--- config.mk ---
export PLATFORM = sky130hd
export DESIGN_NAME = pic_cmd_regs
export DESIGN_NICKNAME = d
export VERILOG_FILES = /design/src/rtl/pic_cmd_regs.sv
export SDC_FILE = /design/constraint.sdc
export NUM_CORES = 1
export LEC_CHECK = 0
export BUFFER_PORTS_ARGS = -buffer_cell sky130_fd_sc_hd__buf_4
export CAP_MARGIN = 20
export CORE_MARGIN = 5
export CORE_UTILIZATION = 44
export CTS_BUF_LIST = sky130_fd_sc_hd__clkbuf_2 sky130_fd_sc_hd__clkbuf_4 sky130_fd_sc_hd__clkbuf_8
export DETAILED_ROUTE_END_ITERATION = 7
export HOLD_SLACK_MARGIN = 0.12
export PLACE_DENSITY_LB_ADDON = 0.15
export SLEW_MARGIN = 5
export SYNTH_ARGS = -nofsm -noshare
export SYNTH_HDL_FRONTEND = slang
export SYNTH_SLANG_ARGS = --single-unit
export TNS_END_PERCENT = 1
--- constraint.sdc ---
create_clock -name clk -period 3.6 [get_ports clk]
set_input_delay 0.72 -clock clk [delete_from_list [all_inputs] [get_ports clk]]
set_output_delay 0.72 -clock clk [all_outputs]
set_load 0.01 [all_outputs]
--- src/rtl/pic_cmd_regs.sv ---
module pic_cmd_regs #(
  parameter int LINES = 8,
  parameter int DW    = 8
) (
  input  logic             clk,
  input  logic             rst_n,
  input  logic             addr,
  input  logic             wr_en,
  input  logic             rd_en,
  input  logic [DW-1:0]    wdata,
  input  logic [LINES-1:0] isr_in,
  input  logic [LINES-1:0] irr_in,
  input  logic             win_valid,
  input  logic [$clog2(LINES)-1:0] win_line,
  output logic [DW-1:0]    rdata,
  output logic             rvalid_o,
  output logic [LINES-1:0] mask_o,
  output logic [DW-4:0]    base_o,
  output logic [$clog2(LINES)-1:0] rot_o,
  output logic             aeoi_o,
  output logic             rot_aeoi_o,
  output logic             nest_o,
  output logic             smask_o,
  output logic             rsel_o,
  output logic             poll_o,
  output logic             init_o,
  output logic [LINES-1:0] isr_clr_o,
  output logic [LINES-1:0] irr_clr_o,
  output logic             lvl_clr_o
);
  localparam int LW = $clog2(LINES);
  localparam logic [LW-1:0] SPUR = LW'(LINES - 1);

  typedef enum logic [1:0] {S_RUN, S_BASE, S_SKIP, S_MODE} st_t;
  st_t st;
  logic need4;

  wire wr0   = wr_en & ~addr;
  wire wr1   = wr_en & addr;
  wire start = wr0 & wdata[4];
  wire ctl   = wr0 & ~wdata[4] & wdata[3];
  wire cmd   = wr0 & ~wdata[4] & ~wdata[3];
  wire [2:0] code = wdata[7:5];
  wire [LW-1:0] named = wdata[LW-1:0];
  wire poll_rd = rd_en & poll_o;

  assign init_o = (st != S_RUN);

  logic          hi_vld;
  logic [LW-1:0] hi_line;
  logic [LW-1:0] idx;
  always_comb begin
    hi_vld  = 1'b0;
    hi_line = '0;
    idx     = '0;
    for (int i = LINES - 1; i >= 0; i--) begin
      idx = rot_o + LW'(i);
      if (isr_in[idx]) begin
        hi_vld  = 1'b1;
        hi_line = idx;
      end
    end
  end

  logic [LINES-1:0] eoi_clr, poll_clr;
  always_comb begin
    eoi_clr = '0;
    if (cmd) begin
      case (code)
        3'd1, 3'd5: if (hi_vld) eoi_clr = LINES'(1) << hi_line;
        3'd3, 3'd7: eoi_clr = LINES'(1) << named;
        default:    eoi_clr = '0;
      endcase
    end
  end
  assign poll_clr = (poll_rd && win_valid) ? (LINES'(1) << win_line) : '0;

  always_ff @(posedge clk or negedge rst_n) begin
    if (!rst_n) begin
      st         <= S_RUN;
      need4      <= 1'b0;
      mask_o     <= '0;
      base_o     <= '0;
      rot_o      <= '0;
      aeoi_o     <= 1'b0;
      rot_aeoi_o <= 1'b0;
      nest_o     <= 1'b0;
      smask_o    <= 1'b0;
      rsel_o     <= 1'b0;
      poll_o     <= 1'b0;
      isr_clr_o  <= '0;
      irr_clr_o  <= '0;
      lvl_clr_o  <= 1'b0;
      rdata      <= '0;
      rvalid_o   <= 1'b0;
    end else begin
      isr_clr_o <= eoi_clr | poll_clr;
      irr_clr_o <= poll_clr;
      lvl_clr_o <= start;
      rvalid_o  <= rd_en;

      if (rd_en) begin
        if (poll_o) begin
          rdata  <= win_valid ? DW'(win_line) : DW'(SPUR);
          poll_o <= 1'b0;
        end else if (addr) begin
          rdata <= DW'(mask_o);
        end else begin
          rdata <= DW'(rsel_o ? isr_in : irr_in);
        end
      end

      if (start) begin
        need4   <= wdata[0];
        mask_o  <= '0;
        rot_o   <= '0;
        smask_o <= 1'b0;
        rsel_o  <= 1'b0;
        if (!wdata[0]) begin
          aeoi_o <= 1'b0;
          nest_o <= 1'b0;
        end
        st <= S_BASE;
      end else if (ctl) begin
        if (wdata[2]) poll_o  <= 1'b1;
        if (wdata[1]) rsel_o  <= wdata[0];
        if (wdata[6]) smask_o <= wdata[5];
      end else if (cmd) begin
        case (code)
          3'd0, 3'd4: rot_aeoi_o <= code[2];
          3'd5:       if (hi_vld) rot_o <= hi_line + LW'(1);
          3'd6, 3'd7: rot_o <= named + LW'(1);
          default:    ;
        endcase
      end

      if (wr1) begin
        case (st)
          S_RUN:  mask_o <= wdata[LINES-1:0];
          S_BASE: begin
            base_o <= wdata[DW-1:3];
            st     <= S_SKIP;
          end
          S_SKIP: st <= need4 ? S_MODE : S_RUN;
          S_MODE: begin
            nest_o <= wdata[4];
            aeoi_o <= wdata[1];
            st     <= S_RUN;
          end
          default: st <= S_RUN;
        endcase
      end
    end
  end
endmodule

# == After elaboration in Yosys (flattened, before gate mapping) ==
# Index checks and enable logic that the tools add are counted.
# totals
in_bits,33
ff_bits,51
elab_cells,148
# op_classes
reduce_logical,18
shift,3
addsub,9
n_lt_le_gt_ge,8
eq_ne,11
bitwise_logic,13
mux,70
# ops
operator,count
8-bit 2-to-1 mux,9
3-bit 2-to-1 mux,13
1-bit 2-to-1 mux,34
3-bit by 4-bit less-than comparator with 1-bit output (second input constant),8
1-bit binary-select mux with 3-bit select,8
1-bit by 3-bit << shifter with 8-bit output (first input constant),3
8-bit case mux with 2 select lines,1
3-bit adder (second input constant),4
3-bit == test (second input constant),4
2-bit nonzero test,5
3-bit by 1-bit adder with 3-bit output (second input constant),3
8-bit bitwise OR,1
4-bit AND reduction,2
2-bit OR reduction,4
1-bit AND,7
3-bit by 2-bit adder with 3-bit output (second input constant),2
2-bit 2-to-1 mux,3
2-bit case mux with 3 select lines,1
3-bit case mux with 2 select lines,1
2-bit AND reduction,3
1-bit inverter,5
2-bit == test (second input constant),2
3-bit by 1-bit == test with 1-bit output (second input constant),1
3-bit by 2-bit == test with 1-bit output (second input constant),1
7 further kinds,7

# == Logic depth before layout (Yosys ltp) ==
# depth
depth_word,17
mapped_depth,16
mapped_depth_nobuf,13

# == Worst setup path after synthesis ==
# No wires, ideal clock.
# synth_timing
path_kind,reg-to-reg
start,register rot_o[1]
end,register rot_o[2]
slack_ns,-0.002
required_ns,3.469
path_buffers,2
path_stages_with_launch,16
synth_period_minus_slack_ns,3.602
setup_time_ns,0.131
arrival_time_ns,3.470
cell_sequence,dfrtp_1 > buf_6 > clkbuf_1 > inv_1 > ha_1 > mux2_2 > a222oi_1 > or3b_1 > a21oi_2 > nor3b_2 > o21ai_1 > o21ai_1 > ha_1 > o21ai_0 > a41oi_1 > o22ai_1
# synth_between
elab_chain_cells,17
elab_cells_between_ends,47
# synth_rtl
element,line_no,source
"start, declared",19,"output logic [$clog2(LINES)-1:0] rot_o,"
"start signal, assigned",131,3'd5: if (hi_vld) rot_o <= hi_line + LW'(1);
"start signal, assigned",132,"3'd6, 3'd7: rot_o <= named + LW'(1);"
3-bit adder,57,idx = rot_o + LW'(i);
1-bit binary-select mux with 3-bit select,58,if (isr_in[idx]) begin
1-bit 2-to-1 mux (not written as such),58,
3-bit 2-to-1 mux (8 in a row),58,
3-bit by 1-bit adder with 3-bit output,131,
3-bit 2-to-1 mux,131,
3-bit case mux with 2 select lines,129,case (code)
3-bit 2-to-1 mux,128,end else if (cmd) begin
3-bit 2-to-1 mux,124,end else if (ctl) begin
3-bit 2-to-1 mux,113,if (start) begin
# Several ways; a longest one is shown, not always the timed one. The select of a mux whose other input is x is not followed.
# A chain may end at the register's enable or synchronous reset.

# == Worst setup path in the final report ==
# Ends and elaborated chain as after synthesis.

==> results.json <==
{
  "cp_slowest_cell": "or3b_1",
  "worst-setup-path-type": "reg2reg",
  "clk_pin_slew_ns": 0.09,
  "p_int_uw": 1440,
  "crit_required_ns": 3.77,
  "cp.arrival_ns": 3.48,
  "fin_nets": 464,
  "synth_cell_types": 63,
  "die_area_mm2": 0.00960,
  "antennaDiodeCount": 0,
  "dp_hpwl_um": 7200,
  "finalCritPeriodShare_pct": 92.0,
  "worst_pin_slew_ns": 0.642,
  "seq_area_frac_synth_pct": 37.5,
  "finalSetupTns_ns": 0,
  "wl_per_cell_um": 17.6,
  "ir_worst_vdd_mv": 0.319,
  "drive_gt1_share_pct": 31.9,
  "synth_area_mm2": 0.00340,
  "port_buffers": 81,
  "rrSetupSlack_ns": 0.29,
  "cap_violations": 0,
  "std_cell_rows": 32,
  "cts.sinks": 51,
  "clockBufferDepth": 2,
  "synth_flop_cell": "dfrtp_1",
  "coreArea_mm2": 0.00765,
  "worst-r2r-cell-count": 13,
  "grtUsageTotal_pct": 19.7,
  "start_kind": "register",
  "multi_input_area_mm2": 0.00194,
  "clkLatencyLatePin_ns": 0.30,
  "layout_min_cycle_time_ns": 3.31,
  "rsz0062_at_grt": "no",
  "status": "finished, final reports clean",
  "num_vias": 3005,
  "die_y_um": 98.0,
  "synth_nets": 388,
  "clock_power_share_pct": 13.7,
  "end_kind": "register",
  "rr_endpoint": "rot_o[2]",
  "reg2reg_from": "rot_o[1]",
  "htreeDepth": 2,
  "fillers": 722,
  "finalMaxSlewViolations": 0,
  "first_iter_violations": 144,
  "p_comb_share_pct": 55.3,
  "seq_area_mm2": 0.00128,
  "ys_seq_elements": 51,
  "max-slew-margin-rel_pct": 57.2,
  "io_pins": 82,
  "viasPerCell": 5.66,
  "fin_area_mm2": 0.00420,
  "leakage_uw": 0.00195,
  "crit_chain": "inv_1 -> ha_1 -> mux2_2 -> a222oi_1 -> or3b_1 -> a21oi_2 -> nor3b_2 -> o21ai_2 -> o21ai_1 -> ha_1 -> o21ai_0 -> a41oi_1 -> o22ai_1",
  "fin_ws_ns": 0.289,
  "cpPeakStageDelay_ns": 0.41,
  "grt_max_degree": 52,
  "antenna_found_initial": 0,
  "die_w_um": 98.0,
  "power_density_mw_per_mm2": 581,
  "fmax_mhz": 302,
  "min_path_type": "in2async",
  "wirelength_um": 9330,
  "syn_to_final_growth_pct": 23.2,
  "whs_ns": 0.439,
  "post_dp_cell_area_mm2": 0.00410,
  "grt_pass1_vias": 3094,
  "cp_max_fo": 5,
  "finalHoldViolCount": 0,
  "path_common_cell": "ha_1",
  "initial_utilization_pct": 44.5,
  "numCtsBuffers": 5,
  "synth.avg_cell_area_um2": 9.67,
  "p_switching_uw": 994,
  "synthCells": 352,
  "worstSetupStartpoint": "rot_o[1]",
  "skew_ns": 0.00818,
  "clock-root-buffer": "clkbuf_8",
  "seqPwrFrac_pct": 31.0,
  "setup_violations": 0,
  "ant_nets": 0,
  "post-place-ws_ns": 0.179,
  "dr.pass1.iters": 4,
  "grt_pass1_wl_um": 15500,
  "gp_congestion": 0.850,
  "cts_tree": "done",
  "drc": 0,
  "synth_edf_count": 0,
  "yosysWarningCount": 0,
  "endpoint": "rot_o[2]",
  "grt_overflow": 0,
  "switching_share_pct": 40.8,
  "synthArstFlopShare_pct": 100
}
==> area by class of cell <==
class / instances / share of cell area, %
clock buffer: 7 / 2.00
clock inverter: 1 / 0.119
inverter: 24 / 2.15
multi-input combinational: 256 / 46.2
sequential: 51 / 30.4
tap: 102 / 3.04
timing repair buffer: 90 / 16.1
==> critical path, delay by kind of cell, from the launching register on <==
family / cells / cell delay, ns
AOI/OAI and AO/OA: 7 / 1.20
adders and majority gates: 2 / 0.53
buffers and inverters: 1 / 0.06
DFF: 1 / 0.36
muxes: 1 / 0.37
and+or+nand+nor: 2 / 0.66
==> stage by stage <==
step                power (uW)  instances  utilization (%)
floorplan                 1690        352                -
global placement          2080        523             53.6
detailed placement        2100        523             53.6
CTS                       2440        531             54.8
global route              2600        531             54.9
finish                    2440        531             54.9
==> registers in the layout, summed over array words and instances (netlist names), 2 cells and up <==
name / flops
irr_clr_o: 8
st: 2
mask_o: 8
base_o: 5
isr_clr_o: 8
rdata: 8
rot_o: 3
==> Yosys cell counts (all sizes together), types with 3 or more instances <==
| library cell | instances | area (um2) |
|---|---|---|
| dfrtp | 51 | 1280 |
| nand2 | 34 | 128 |
| nor2 | 31 | 116 |
| inv | 23 | 86.3 |
| o21ai | 19 | 95.1 |
| mux2 | 17 | 199 |
| mux2i | 15 | 150 |
| clkbuf | 14 | 52.6 |
| a21oi | 11 | 58.8 |
| nand3 | 11 | 60.1 |
| o22ai | 11 | 68.8 |
| mux4 | 10 | 225 |
| a22o | 9 | 87.6 |
| buf | 7 | 55.1 |
| nand2b | 7 | 43.8 |
| nor3 | 7 | 51.3 |
| nand4 | 6 | 37.5 |
| a22oi | 5 | 37.5 |
| nor2b | 5 | 31.3 |
| o221ai | 5 | 50.0 |
| a31oi | 4 | 25.0 |
| nand3b | 4 | 30.0 |
| a41oi | 3 | 26.3 |
| and2 | 3 | 18.8 |
| ha | 3 | 37.5 |
| o211a | 3 | 30.0 |
| o211ai | 3 | 22.5 |
==> cells by family (layout without fill, tap and decap cells) <==
kind of cell	Yosys count	after routing	synth area share (%)
and+or+nand+nor	118	118	17.5
AOI/OAI and AO/OA	90	90	20.5
DFF	51	51	37.5
buffers and inverters	45	122	5.81
muxes	42	42	16.9
adders and majority gates	3	3	1.10
xor gates and xnor gates	3	3	0.772
==> power groups by stage <==
stage	Sequential (uW)	Combinational, uW	Clock [uW]
3_5_place_dp	765	1340	0
2_1_floorplan	764	926	0
4_1_cts	756	1340	343
3_3_place_gp	765	1320	0
5_1_grt	772	1460	371
6_report	755	1350	333
==> worst min path at each step <==
stage | slack (ns) | from | end
global route | 0.49 | rst_n | mask_o[4]
floorplan | 0.42 | rst_n | aeoi_o
detailed placement | 0.49 | base_o[2] | base_o[2]
finish | 0.44 | rst_n | st[0]
global placement | 0.49 | base_o[3] | base_o[3]
CTS | 0.47 | rst_n | base_o[2]
==> routing by layer <==
layer	share of wire [%]	global-route usage, %
met4	1.9	7.14
met1	44	25.4
met3	5.1	3.64
met2	49	33.0
met5	0	0
==> layout by cell type (no fill, tap or decap), types with 2 or more instances in the layout <==
| cell | count |
|---|---|
| ha_1 | 2 |
| mux2_4 | 2 |
| nand4_1 | 6 |
| nand2b_1 | 7 |
| nor2_1 | 31 |
| a222oi_1 | 2 |
| o221ai_1 | 4 |
| o21ai_1 | 6 |
| a22o_1 | 8 |
| a22oi_1 | 5 |
| mux4_2 | 10 |
| clkbuf_8 | 5 |
| a41oi_1 | 3 |
| a32oi_1 | 2 |
| o21ai_0 | 12 |
| clkbuf_4 | 2 |
| a31oi_1 | 4 |
| inv_1 | 23 |
| mux2i_1 | 15 |
| dfrtp_1 | 51 |
| mux2_2 | 14 |
| o211a_1 | 3 |
| o22ai_1 | 11 |
| nand2_1 | 34 |
| a21oi_1 | 10 |
| nand3b_1 | 4 |
| buf_4 | 90 |
| nor3_1 | 5 |
| a211oi_1 | 2 |
| and3_1 | 2 |
| nand3_1 | 10 |
| nand4b_1 | 2 |
| o211ai_1 | 3 |
| xnor2_1 | 2 |
| nor2b_1 | 5 |
| and2_1 | 3 |
| o21a_1 | 2 |
==> timing repair <==
item,in CTS,in global routing
setup buffers,0,0
endpoints found under the setup margin,0,1
gates resized for setup,0,2
hold buffers,0,0
Note: power is estimated with default switching activity, not from simulation.
